**src/rtl/card_pwr_pkg.sv**
```systemverilog
package card_pwr_pkg;
  typedef enum logic [1:0] {
    ST_IDLE     = 2'd0,
    ST_ACTIVE   = 2'd1,
    ST_FLT_WAIT = 2'd2,
    ST_ALARM    = 2'd3
  } pwr_state_e;
endpackage

```
**src/rtl/card_pwr_timer.sv**
```systemverilog
module card_pwr_timer #(
  parameter int unsigned LIMIT = 8
) (
  input  logic clk_i,
  input  logic rst_ni,
  input  logic run_i,
  output logic done_o
);
  localparam int unsigned W = (LIMIT > 1) ? $clog2(LIMIT) : 1;
  localparam logic [W-1:0] LAST = W'(LIMIT - 1);

  logic [W-1:0] cnt_q;

  // cleared whenever idle, saturates at LAST
  always_ff @(posedge clk_i or negedge rst_ni) begin
    if (!rst_ni)          cnt_q <= '0;
    else if (!run_i)      cnt_q <= '0;
    else if (cnt_q != LAST) cnt_q <= cnt_q + 1'b1;
  end

  assign done_o = run_i && (cnt_q == LAST);
endmodule

```
**src/rtl/card_pwr_req.sv**
```systemverilog
module card_pwr_req (
  input  logic clk_i,
  input  logic rst_ni,
  input  logic pwr_req_ni,
  input  logic vsel_5v_i,
  input  logic idle_i,
  input  logic take_i,
  output logic pending_o,
  output logic vsel_5v_o
);
  logic prev_q, pend_q, vsel_q;
  logic fall;

  assign fall = prev_q && !pwr_req_ni;

  always_ff @(posedge clk_i or negedge rst_ni) begin
    if (!rst_ni) begin
      prev_q <= 1'b1;
      pend_q <= 1'b0;
      vsel_q <= 1'b0;
    end else begin
      prev_q <= pwr_req_ni;
      if (pwr_req_ni)          pend_q <= 1'b0;
      else if (take_i)         pend_q <= 1'b0;
      else if (fall && idle_i) pend_q <= 1'b1;
      if (fall && idle_i)      vsel_q <= vsel_5v_i;
    end
  end

  assign pending_o = pend_q;
  assign vsel_5v_o = vsel_q;
endmodule

```
**src/rtl/card_pwr_fsm.sv**
```systemverilog
module card_pwr_fsm
  import card_pwr_pkg::*;
(
  input  logic       clk_i,
  input  logic       rst_ni,
  input  logic       pending_i,
  input  logic       pwr_req_ni,
  input  logic       vcc_good_i,
  input  logic       vcc_low_i,
  input  logic       rst_mismatch_i,
  input  logic       clk_mismatch_i,
  input  logic       overtemp_i,
  input  logic       dvcc_uv_i,
  input  logic       card_present_i,
  input  logic       ramp_done_i,
  input  logic       flt_done_i,
  output pwr_state_e state_o,
  output logic       reached_o,
  output logic       take_o
);
  pwr_state_e state_q, state_d;
  logic reached_q;
  logic early_flt, late_flt, fault, powered_d;

  // underrange armed from activation; output/thermal faults only once ready
  assign early_flt = !vcc_good_i && (reached_q || ramp_done_i);
  assign late_flt  = reached_q && (rst_mismatch_i || clk_mismatch_i || overtemp_i);
  assign fault     = early_flt || late_flt;
  assign take_o    = (state_q == ST_IDLE) && pending_i && vcc_low_i && !dvcc_uv_i;

  always_comb begin
    state_d = state_q;
    unique case (state_q)
      ST_IDLE:
        if (take_o) state_d = ST_ACTIVE;
      ST_ACTIVE:
        if (dvcc_uv_i || pwr_req_ni) state_d = ST_IDLE;
        else if (!card_present_i)    state_d = ST_ALARM;
        else if (fault)              state_d = ST_FLT_WAIT;
      ST_FLT_WAIT:
        if (dvcc_uv_i || pwr_req_ni) state_d = ST_IDLE;
        else if (!card_present_i)    state_d = ST_ALARM;
        else if (!fault)             state_d = ST_ACTIVE;
        else if (flt_done_i)         state_d = ST_ALARM;
      ST_ALARM:
        if (pwr_req_ni) state_d = ST_IDLE;
      default: state_d = ST_IDLE;
    endcase
  end

  assign powered_d = (state_d == ST_ACTIVE) || (state_d == ST_FLT_WAIT);

  always_ff @(posedge clk_i or negedge rst_ni) begin
    if (!rst_ni) begin
      state_q   <= ST_IDLE;
      reached_q <= 1'b0;
    end else begin
      state_q   <= state_d;
      reached_q <= powered_d && (reached_q || vcc_good_i);
    end
  end

  assign state_o   = state_q;
  assign reached_o = reached_q;
endmodule

```
**src/rtl/card_pwr_ctrl.sv**
```systemverilog
module card_pwr_ctrl
  import card_pwr_pkg::*;
#(
  parameter int unsigned FAULT_CYCLES = 1000,
  parameter int unsigned RAMP_CYCLES  = 2400000
) (
  input  logic clk_i,
  input  logic rst_ni,
  input  logic pwr_req_ni,
  input  logic vsel_5v_i,
  input  logic vcc_good_i,
  input  logic vcc_low_i,
  input  logic rst_mismatch_i,
  input  logic clk_mismatch_i,
  input  logic overtemp_i,
  input  logic dvcc_uv_i,
  input  logic card_present_i,
  input  logic chan_sel_ni,
  output logic pump_en_o,
  output logic discharge_en_o,
  output logic ready_no,
  output logic alarm_no,
  output logic vsel_5v_o,
  output logic rst_chan_en_o,
  output logic clk_chan_en_o,
  output logic data_chan_en_o
);
  pwr_state_e state;
  logic reached, take, pending, ramp_done, flt_done, powered, ready;

  card_pwr_req u_req (
    .clk_i      (clk_i),
    .rst_ni     (rst_ni),
    .pwr_req_ni (pwr_req_ni),
    .vsel_5v_i  (vsel_5v_i),
    .idle_i     (state == ST_IDLE),
    .take_i     (take),
    .pending_o  (pending),
    .vsel_5v_o  (vsel_5v_o)
  );

  card_pwr_timer #(.LIMIT(RAMP_CYCLES)) u_ramp_tmr (
    .clk_i  (clk_i),
    .rst_ni (rst_ni),
    .run_i  (powered && !reached),
    .done_o (ramp_done)
  );

  card_pwr_timer #(.LIMIT(FAULT_CYCLES)) u_flt_tmr (
    .clk_i  (clk_i),
    .rst_ni (rst_ni),
    .run_i  (state == ST_FLT_WAIT),
    .done_o (flt_done)
  );

  card_pwr_fsm u_fsm (
    .clk_i          (clk_i),
    .rst_ni         (rst_ni),
    .pending_i      (pending),
    .pwr_req_ni     (pwr_req_ni),
    .vcc_good_i     (vcc_good_i),
    .vcc_low_i      (vcc_low_i),
    .rst_mismatch_i (rst_mismatch_i),
    .clk_mismatch_i (clk_mismatch_i),
    .overtemp_i     (overtemp_i),
    .dvcc_uv_i      (dvcc_uv_i),
    .card_present_i (card_present_i),
    .ramp_done_i    (ramp_done),
    .flt_done_i     (flt_done),
    .state_o        (state),
    .reached_o      (reached),
    .take_o         (take)
  );

  assign powered        = (state == ST_ACTIVE) || (state == ST_FLT_WAIT);
  assign ready          = powered && reached;
  assign pump_en_o      = powered;
  assign discharge_en_o = !powered;
  assign ready_no       = !ready;
  assign alarm_no       = (state != ST_ALARM);
  assign rst_chan_en_o  = ready;
  assign clk_chan_en_o  = ready;
  assign data_chan_en_o = ready && !chan_sel_ni;
endmodule

```
**config.mk**
```make
export PLATFORM = sky130hd
export DESIGN_NAME = card_pwr_ctrl
export DESIGN_NICKNAME = d
export VERILOG_FILES = /design/src/rtl/card_pwr_pkg.sv /design/src/rtl/card_pwr_timer.sv /design/src/rtl/card_pwr_req.sv /design/src/rtl/card_pwr_fsm.sv /design/src/rtl/card_pwr_ctrl.sv
export SDC_FILE = /design/constraint.sdc
export NUM_CORES = 1
export LEC_CHECK = 0
export ABC_AREA = 1
export ABC_CLOCK_PERIOD_IN_PS = 4600
export CAP_MARGIN = 20
export CORE_MARGIN = 2
export CORE_UTILIZATION = 25
export CTS_CLUSTER_SIZE = 20
export DETAILED_ROUTE_END_ITERATION = 7
export SLEW_MARGIN = 30
export SYNTH_ARGS = -nofsm -noshare
export SYNTH_HDL_FRONTEND = slang
export SYNTH_SLANG_ARGS = --single-unit
```
**constraint.sdc**
```tcl
create_clock -name clk_i -period 4.6 [get_ports clk_i]
set_input_delay 1.15 -clock clk_i [delete_from_list [all_inputs] [get_ports clk_i]]
set_output_delay 1.15 -clock clk_i [all_outputs]
set_load 0.02 [all_outputs]
```
**Word level (Yosys, flattened, before mapping)**

Cells that the tools add are included.

- Output and inout bits: 8
- Register bits after elaboration: 38

- Equal/unequal tests: 12
- Mux-type cells: 17
- Reduce and logical (&&, ||, !) cells: 30
- Add/subtract/negate cells: 2

Operator list:

| cell | count |
|---|---|
| 2-to-1 mux 22 bit | 2 |
| adder 22 x 1 -> 22 bit (second input constant) | 1 |
| == test 22 bit (second input constant) | 1 |
| inequality test 22 bit (second input constant) | 1 |
| 2-to-1 mux 10 bit | 2 |
| 2-to-1 mux 2 bit | 9 |
| logical AND 1 bit | 13 |
| adder 10 x 1 -> 10 bit (second input constant) | 1 |
| == test 10 bit (second input constant) | 1 |
| inequality test 10 bit (second input constant) | 1 |
| logical OR 1 bit | 8 |
| case mux 2 bit (4 select lines) | 1 |
| logical NOT 1 bit | 7 |
| == test 2 bit (second input constant) | 3 |
| inequality test 2 bit (second input constant) | 3 |
| == test 2 x 1 -> 1 bit (second input constant) | 2 |
| 2-to-1 mux 1 bit | 3 |
| nonzero test 3 bit | 1 |
| logical NOT 2 bit | 1 |

**Longest topological paths before layout**

Gate-level depths: netlist of the first run.

- Word-level depth: 14
- Gate-level depth with buffers: 15

**Modules after synthesis**

From an unflattened synthesis of the first run, not the netlist that was laid out.

- Cell total of the unflattened synthesis: 366
- Area, all modules: 2,481.1 um^2

By module, submodules not included:

| module | area an instance (um^2) | sequential area each (um^2) | times used | cells each |
|---|---|---|---|---|
| card_pwr_timer (u_ramp_tmr) | 1,398.8 | 550.5 | 1 | 212 |
| card_pwr_timer (u_flt_tmr) | 633.1 | 250.2 | 1 | 92 |
| card_pwr_fsm | 247.7 | 75.1 | 1 | 36 |
| card_pwr_req | 121.4 | 76.3 | 1 | 14 |
| card_pwr_ctrl | 80.1 | 0.0 | 1 | 12 |

**Worst setup path after synthesis of the first run**

No wires, ideal clock.

- Path kind: register to output
- Start: register u_fsm.state_q[1] (netlist: u_fsm.state_o[1])
- End: output rst_chan_en_o
- Arrival time: 1.507 ns
- Path buffers: 1
- Cell stages (with the launch flop): 6
- Setup slack: 1.943 ns
- Cells stage by stage: dfrtp_1 > inv_1 > ha_1 > nand2_1 > inv_1 > buf_4

- Cells in the longest elaborated chain, start to end: 3
- Elaborated cells on any way between the ends: 4
- Those cells by class: eq/ne (2); reduce/logical (2)

Ends and longest elaborated chain:

| element | line | source |
|---|---|---|
| start: declaration | card_pwr_fsm.sv:21 | `pwr_state_e state_q, state_d;` |
| start signal: assignment | card_pwr_fsm.sv:58 | `state_q <= state_d;` |
| == test 2 x 1 -> 1 bit / == test 2 bit (equally long branches) | card_pwr_ctrl.sv:75 | `assign powered = (state == ST_ACTIVE) \|\| (state == ST_FLT_WAIT);` |
| logical OR 1 bit * | card_pwr_ctrl.sv:75 |  |
| named net pump_en_o | card_pwr_ctrl.sv:19 | `output logic pump_en_o,` |
| logical AND 1 bit * | card_pwr_ctrl.sv:76 | `assign ready = powered && reached;` |
| end: declaration | card_pwr_ctrl.sv:24 | `output logic rst_chan_en_o,` |

Mark *: on every way through the listed nets, which the timed path passes. The rest lies on a longest branch.

**Final worst setup path of the first run**

- Start: input chan_sel_ni
- End: output data_chan_en_o

- Cells in the longest elaborated chain, start to end: 2

Ends and longest elaborated chain:

| element | line | source |
|---|---|---|
| start: declaration | card_pwr_ctrl.sv:18 | `input logic chan_sel_ni,` |
| logical NOT 1 bit | card_pwr_ctrl.sv:83 | `assign data_chan_en_o = ready && !chan_sel_ni;` |
| logical AND 1 bit | card_pwr_ctrl.sv:83 |  |
| end: declaration | card_pwr_ctrl.sv:26 | `output logic data_chan_en_o` |

No other way between the ends.

==> summary.md, run 1 <==
| Metric | Value |
|---|---|
| Fin util | `30.8%` |
| Largest net degree at the start of global routing | `39` |
| Share of cells above drive strength 1 | `8.16%` |
| Ys flop type | `dfrtp_1` |
| Flop-to-flop setup slack | `about 2500 ps` |
| Clock sink count | `38` |
| Power Density | `between 400 and 500 nW/µm²` |
| Worst setup endpoint | `data_chan_en_o` |
| Peak supply drop | `0.000128 V` |
| Top cell type's share of synthesized area | `43.5%` |
| CP cell instances | `clkdlybuf4s50_1 -> nor2_1 -> clkdlybuf4s50_1` |
| Critical-path maximum fanout | `1` |
| Die ar. | `9270 µm²` |
| All-Layer GR Usage | `a little over a tenth` |
| Yosys warning count | `0` |
| EDFF count, synth | `0` |
| Layout Nets | `~310` |
| Total Power | `approximately 1100 µW` |
| Finished Layout Cells | `399` |
| H-Tree Depth | `2` |
| Port Buf Inserts | `19` |
| Seq pwr share | `between 30% and 40%` |
| Combinational share of power | `a little over two fifths` |
| Max_cap viols | `0` |
| Fill cells | `around 860` |
| Initial Util | `between 20% and 30%` |
| Core footprint | `a little over 8000 µm²` |
| Post-synthesis sequential area ratio | `between 40% and 50%` |
| Die Span Y | `around 96 µm` |
| Clock share of power | `20.4%` |
| Async SR Flop Fraction | `between 90% and 100%` |
| WL/cell | `10.8 µm` |
| Drt pass-1 iters | `4` |
| Routed vias | `1766` |
| Fmax | `roughly 0.29 GHz` |
| Pins Over Slew Limit | `0` |
| Die X-Extent | `around 96 µm` |
| Largest stage delay, worst path | `about 600 ps` |
| Clk root buf | `clkbuf_8` |
| CP required | `between 3000 and 4000 ps` |
| Sw Share | `between 30 and 40%` |
| # diodes | `0` |
| CTS resizes | `0` |
| Area Growth Syn to Fin | `18.7%` |
| CTS Buffer Depth | `2` |
| Measured slew at the worst slew-check pin | `between 500 and 600 ps` |
| Yosys top cell by area | `dfrtp_1` |
| Final setup viols | `0` |
| Synth Register Bits | `38` |
| Critical Path End Type | `output pin` |
| Global route overflow | `0` |
| Syn avg cell area | `a little under 8 µm²` |
| Worst Setup SP | `chan_sel_ni` |
| Reg2Reg Launch Point | `u_fsm.state_o[0]` |
| RSZ-0062 raised after global routing | `no` |
| R2R depth | `13` |
| CTS Hold Bufs | `0` |
| Mapped Cells | `268` |
| Syn_nets | `between 200 and 300` |
| Final wirelength | `4300 µm` |
| TritonCTS buffer count | `5` |
| I/O pin count | `20` |
| Sw Pwr | `434 µW` |
| First-pass GRT wire length | `8040 µm` |
| Hold crit path type | `flip-flop to flip-flop` |
| Synth area leaders | `dfrtp_1 (43%), nand2_1 (7.1%), inv_1 (6.5%)` |
| Placed Cells | `around 390` |
| DR DRC count | `0` |
| Initial antenna violation count | `0` |
| Setup Buffers After CTS | `0` |
| Crit path DAT | `between 2000 and 2500 ps` |
| Fin. Hold Viols | `0` |
| Status | `complete, no violations` |
| Total Neg Setup Slack | `0 ps` |
| Final period util | `73.9%` |
| Relative slew margins | `between 60% and 70%` |
| Post-Syn Area | `about 2100 µm²` |
| Drt initial violations | `74` |
| Vias in the first global route | `approximately 1800` |
| Via/cell ratio | `4.43` |
| Rows | `33` |
| GP Congestion | `0.793` |
| Worst setup SP type | `primary input` |
| Clk_skew | `8.48 ps` |
| Post-route ant nets | `0` |
| CTS tree | `done` |
| DP Wirelength | `around 3200 µm` |
| Worst-Skew Late Latency | `slightly below 300 ps` |
| Final min period | `roughly 3400 ps` |
| Type of the worst setup path | `primary input to output pin` |
| R2r endpoint | `u_fsm.reached_o` |
| Leak | `between 0.001 and 0.0015 µW` |
| Unique masters post-synth | `33` |
| Register clock-pin slew on the reported worst setup and hold paths | `roughly 70 ps` |
| CP max stage cell | `clkdlybuf4s50_1` |
| Internal | `659 µW` |
| Most frequent CP cell | `clkdlybuf4s50_1` |
critical path: cells and delay by family:
kind / cells / cell delay, ps
AND/OR/NAND/NOR: 1 / 100
buffers and inverters: 2 / 1000
per-layer routing:
layer | share of wire [%] | up-vias | global-route usage [%]
met3 | 2.9 | 4 | 2.74
met2 | 46 | 15 | 17.1
met5 | 0 | - | 0
met1 | 50 | 810 | 14.3
li1 | - | 937 | -
met4 | 0.51 | 0 | 2.46
power groups by stage:
stage	registers [µW]	clock network [µW]	logic, µW
2_1_floorplan	412	0	307
5_1_grt	415	247	526
3_5_place_dp	414	0	465
6_report	408	223	462
3_3_place_gp	412	0	459
4_1_cts	408	233	467
through the flow:
stage | area (µm²) | hold WS (ps) | setup slack, ps
floorplan | 2130 | 468 | 1940
global placement | 2440 | 489 | 1190
detailed placement | 2440 | 493 | 1200
CTS | 2520 | 511 | 1190
global route | 2530 | 550 | 1140
finish | 2530 | 511 | 1200
worst min-delay path by stage:
stage	cells after the start	slack (ps)	to	startpoint
after floorplan	2	470	u_flt_tmr.cnt_q[1]	u_flt_tmr.cnt_q[1]
after global placement	1	490	u_req.vsel_5v_o	u_req.vsel_5v_o
after detailed placement	2	490	u_flt_tmr.cnt_q[1]	u_flt_tmr.cnt_q[1]
after CTS	2	510	u_flt_tmr.cnt_q[1]	u_flt_tmr.cnt_q[1]
after global routing	1	550	u_req.vsel_5v_o	u_req.vsel_5v_o
final	1	510	u_req.vsel_5v_o	u_req.vsel_5v_o
Yosys cell counts (3+ instances only):
cell type  instances
nand3_1           24
nor4_1             3
inv_1             37
a21oi_1           25
dfrtp_1           37
nor3_1            12
nor2_1            32
xor2_1             4
ha_1               6
nand2_2            3
a31oi_1            3
nand4_1            5
nand2_1           40
o21ai_0           12
cells by family after synthesis:
group           share of synthesized area (%)
compound gates                           11.9
buf+inv                                  7.40
simple gates                             29.9
flops                                    44.7
xor+xnor                                 2.06
fa+ha+maj                                3.53
mux                                     0.529
area by class of cell:
cell class	count	area, µm²	share of cell area, %
multi-input combinational	189	1020	40.3
sequential	38	952	37.7
timing repair buffer	20	195	7.72
inverter	39	146	5.79
tap	105	131	5.20
clock buffer	6	72.6	2.87
clock inverter	2	10.0	0.396
layout by cell type (no fill, tap or decap), types with 4 or more instances in the layout:
cell and instances:
nand2_1 40, dfrtp_1 37, o21ai_0 12, clkbuf_8 5
nand3_1 24, inv_1 37, nand4_1 5, a21oi_1 25
xor2_1 4, nor3_1 12, ha_1 6, clkdlybuf4s50_1 18
nor2_1 32
flip-flops by register name, indices dropped and copies added, names as in the netlist:
| signal | flops |
|---|---|
| u_flt_tmr.cnt_q | 10 |
| u_ramp_tmr.cnt_q | 22 |
| u_req.pending_o | 1 |
| u_fsm.reached_o | 1 |
| u_fsm.state_o | 2 |
| u_req.prev_q | 1 |
| u_req.vsel_5v_o | 1 |
(Power assumes the default switching activity.)
==> run 2: changes to the inputs <==
Settings changed: ABC_CLOCK_PERIOD_IN_PS 4600 to 3100.
Clock period 4.6 ns to 3.1 ns, I/O delays scaled along.
==> run 2 against run 1 <==
Against the previous run:
- utilization grew 0.15 points
- setup slack got worse by 880 ps
- routed wire length up 3.5%
- design area grew 0.50%
- die area did not move
- combinational power rose by 50%
- cell count unchanged
- register-to-register slack got worse by 1500 ps
- clock power grew 65%
- first-iteration DRC count grew 80%
- total power is 52% higher
- critical endpoint unchanged
- highest routed layer unchanged
==> summary.md, run 2 (synthesis gave the netlist of run 1 again) <==
| Metric | Value |
|---|---|
| Sequential cell area | `952 µm² (unchanged)` |
| Layout Nets | `311 (unchanged)` |
| Multi-input gate area | `1020 µm² (unchanged)` |
| CTS Buffer Depth | `2 (unchanged)` |
| Share of cells above drive strength 1 | `8.50% (+0.34 points)` |
| Routed vias | `1805 (+2.2%)` |
| Max FFs per register | `22 (unchanged)` |
| Rows | `33 (unchanged)` |
| CTS tree | `done` |
| Drt pass-1 iters | `4 (unchanged)` |
| Setup Buffers After CTS | `0 (unchanged)` |
| First-pass GRT wire length | `7760 µm (-3.4%)` |
| Global route overflow | `0 (unchanged)` |
| Biggest register | `u_ramp_tmr.cnt_q` |
| Clk_skew | `6.22 ps (-2.26 ps)` |
| Clk root buf | `clkbuf_8` |
| Crit path DAT | `2010 ps (-240 ps)` |
| Power Density | `656 nW/µm² (+52%)` |
| Initial antenna violation count | `0 (unchanged)` |
| CP required | `2320 ps (-1130 ps)` |
| RSZ-0062 raised after global routing | `no` |
| Post-route ant nets | `0 (unchanged)` |
| Total Neg Setup Slack | `0 ps (unchanged)` |
| H-Tree Depth | `2 (unchanged)` |
| Die X-Extent | `96.3 µm (unchanged)` |
| Fill cells | `868 (+0.58%)` |
| Final min period | `2780 ps` |
| Via/cell ratio | `4.52 (+2.2%)` |
| Area Growth Syn to Fin | `19.3%` |
| Total Power | `1670 µW (+52%)` |
| Vias in the first global route | `1802 (-1.8%)` |
| Fin. Hold Viols | `0 (unchanged)` |
| Clock sink count | `38 (unchanged)` |
| Worst setup SP type | `flip-flop` |
| Register clock-pin slew on the reported worst setup and hold paths | `80 ps (about the same)` |
| Critical Path End Type | `output pin` |
| Largest stage delay, worst path | `600 ps (about the same)` |
| TritonCTS buffer count | `5 (unchanged)` |
| DR DRC count | `0 (unchanged)` |
| Pins Over Slew Limit | `0 (unchanged)` |
| Peak supply drop | `0.000191 V (+49%)` |
| Hold crit path type | `primary input to async pin` |
| Buf/Inv on CP | `2 (unchanged)` |
| Max_cap viols | `0 (unchanged)` |
| Worst-Skew Late Latency | `300 ps (about the same)` |
| Status | `complete, no violations` |
| CTS resizes | `0 (unchanged)` |
| All-Layer GR Usage | `10.5% (-0.093 points)` |
| Measured slew at the worst slew-check pin | `491 ps (-12.7 ps)` |
| Final setup viols | `0 (unchanged)` |
| Core footprint | `8220 µm² (unchanged)` |
| Type of the worst setup path | `flip-flop to output pin` |
| Port Buf Inserts | `19 (unchanged)` |
| Largest net degree at the start of global routing | `39 (unchanged)` |
| Fmax | `approximately 0.36 GHz` |
| Initial Util | `25.9% (unchanged)` |
| Die ar. | `9270 µm² (unchanged)` |
| CP max stage cell | `clkdlybuf4s50_1` |
| Leak | `0.00109 µW (+0.21%)` |
| Final wirelength | `4460 µm (+3.5%)` |
| CTS Hold Bufs | `0 (unchanged)` |
| DP Wirelength | `3300 µm (+2.8%)` |
| Critical-path maximum fanout | `7 (+6)` |
| Final period util | `roughly 90%` |
| Drt initial violations | `133 (+80%)` |
| Delay-heaviest family, CP | `buffers and inverters` |
| Relative slew margins | `67.3% (+0.85 points)` |
| Most common cell after layout, fill and taps aside | `nand2_1` |
| # diodes | `0 (unchanged)` |
| GP Congestion | `0.843 (+6.4%)` |
| I/O pin count | `20 (unchanged)` |
| WL/cell | `11.2 µm (+3.5%)` |
| CP cell instances | `inv_1 -> ha_1 -> nand2_1 -> nor2_1 -> clkdlybuf4s50_1` |
| Commonest cells after routing, fill and taps aside | `nand2_1 (40), inv_1 (37), dfrtp_1 (37)` |
| Die Span Y | `96.3 µm (unchanged)` |
[run 2: cell types whose count changed in the layout (fill, tap and decap cells not counted), sizes merged]
cell,before,now
clkinv,4,3
clkinvlp,0,1
[run 2: where the power goes]
| group | switching, µW | total (µW) | internal (µW) |
|---|---|---|---|
| sequential | 54.5 | 605 | 550 |
| combinational | 421 | 693 | 272 |
| clock | 189 | 368 | 179 |
[run 2: layout make-up]
class                      instances  share of cell area, %
timing repair buffer              20                   7.68
clock buffer                       6                   3.25
multi-input combinational        189                   40.1
clock inverter                     2                  0.493
inverter                          39                   5.76
sequential                        38                   37.5
tap                              105                   5.17
[run 2: worst paths after layout]
path,from,slack (ps),cells past startpoint,end
worst max-delay path,u_fsm.state_o[1],320,5,data_chan_en_o
worst min-delay path,rst_ni,440,1,u_flt_tmr.cnt_q[3]
worst max register to register,u_fsm.state_o[0],980,13,u_fsm.reached_o
worst min register to register,u_ramp_tmr.cnt_q[3],510,1,u_ramp_tmr.cnt_q[3]
max in group asynchronous,rst_ni,2310,1,u_req.prev_q
min in group clk_i,u_ramp_tmr.cnt_q[3],510,1,u_ramp_tmr.cnt_q[3]
[run 2: metal layers]
layer,track usage (%),up-vias,wire [µm]
li1,-,939,-
met1,13.3,835,2230
met2,17.6,23,1990
met3,2.58,8,172
met4,3.52,0,59
met5,0,-,0
[run 2: metrics by stage]
stage               hold slack, ps  utilization, %  area (µm²)  instances  setup slack (ps)
detailed placement             498            29.7        2440        391               454
floorplan                      468               -        2130        268               818
CTS                            517            30.9        2540        399               295
global route                   474            30.9        2540        399               181
global placement               489            29.7        2440        391               443
finish                         436            30.9        2540        399               317
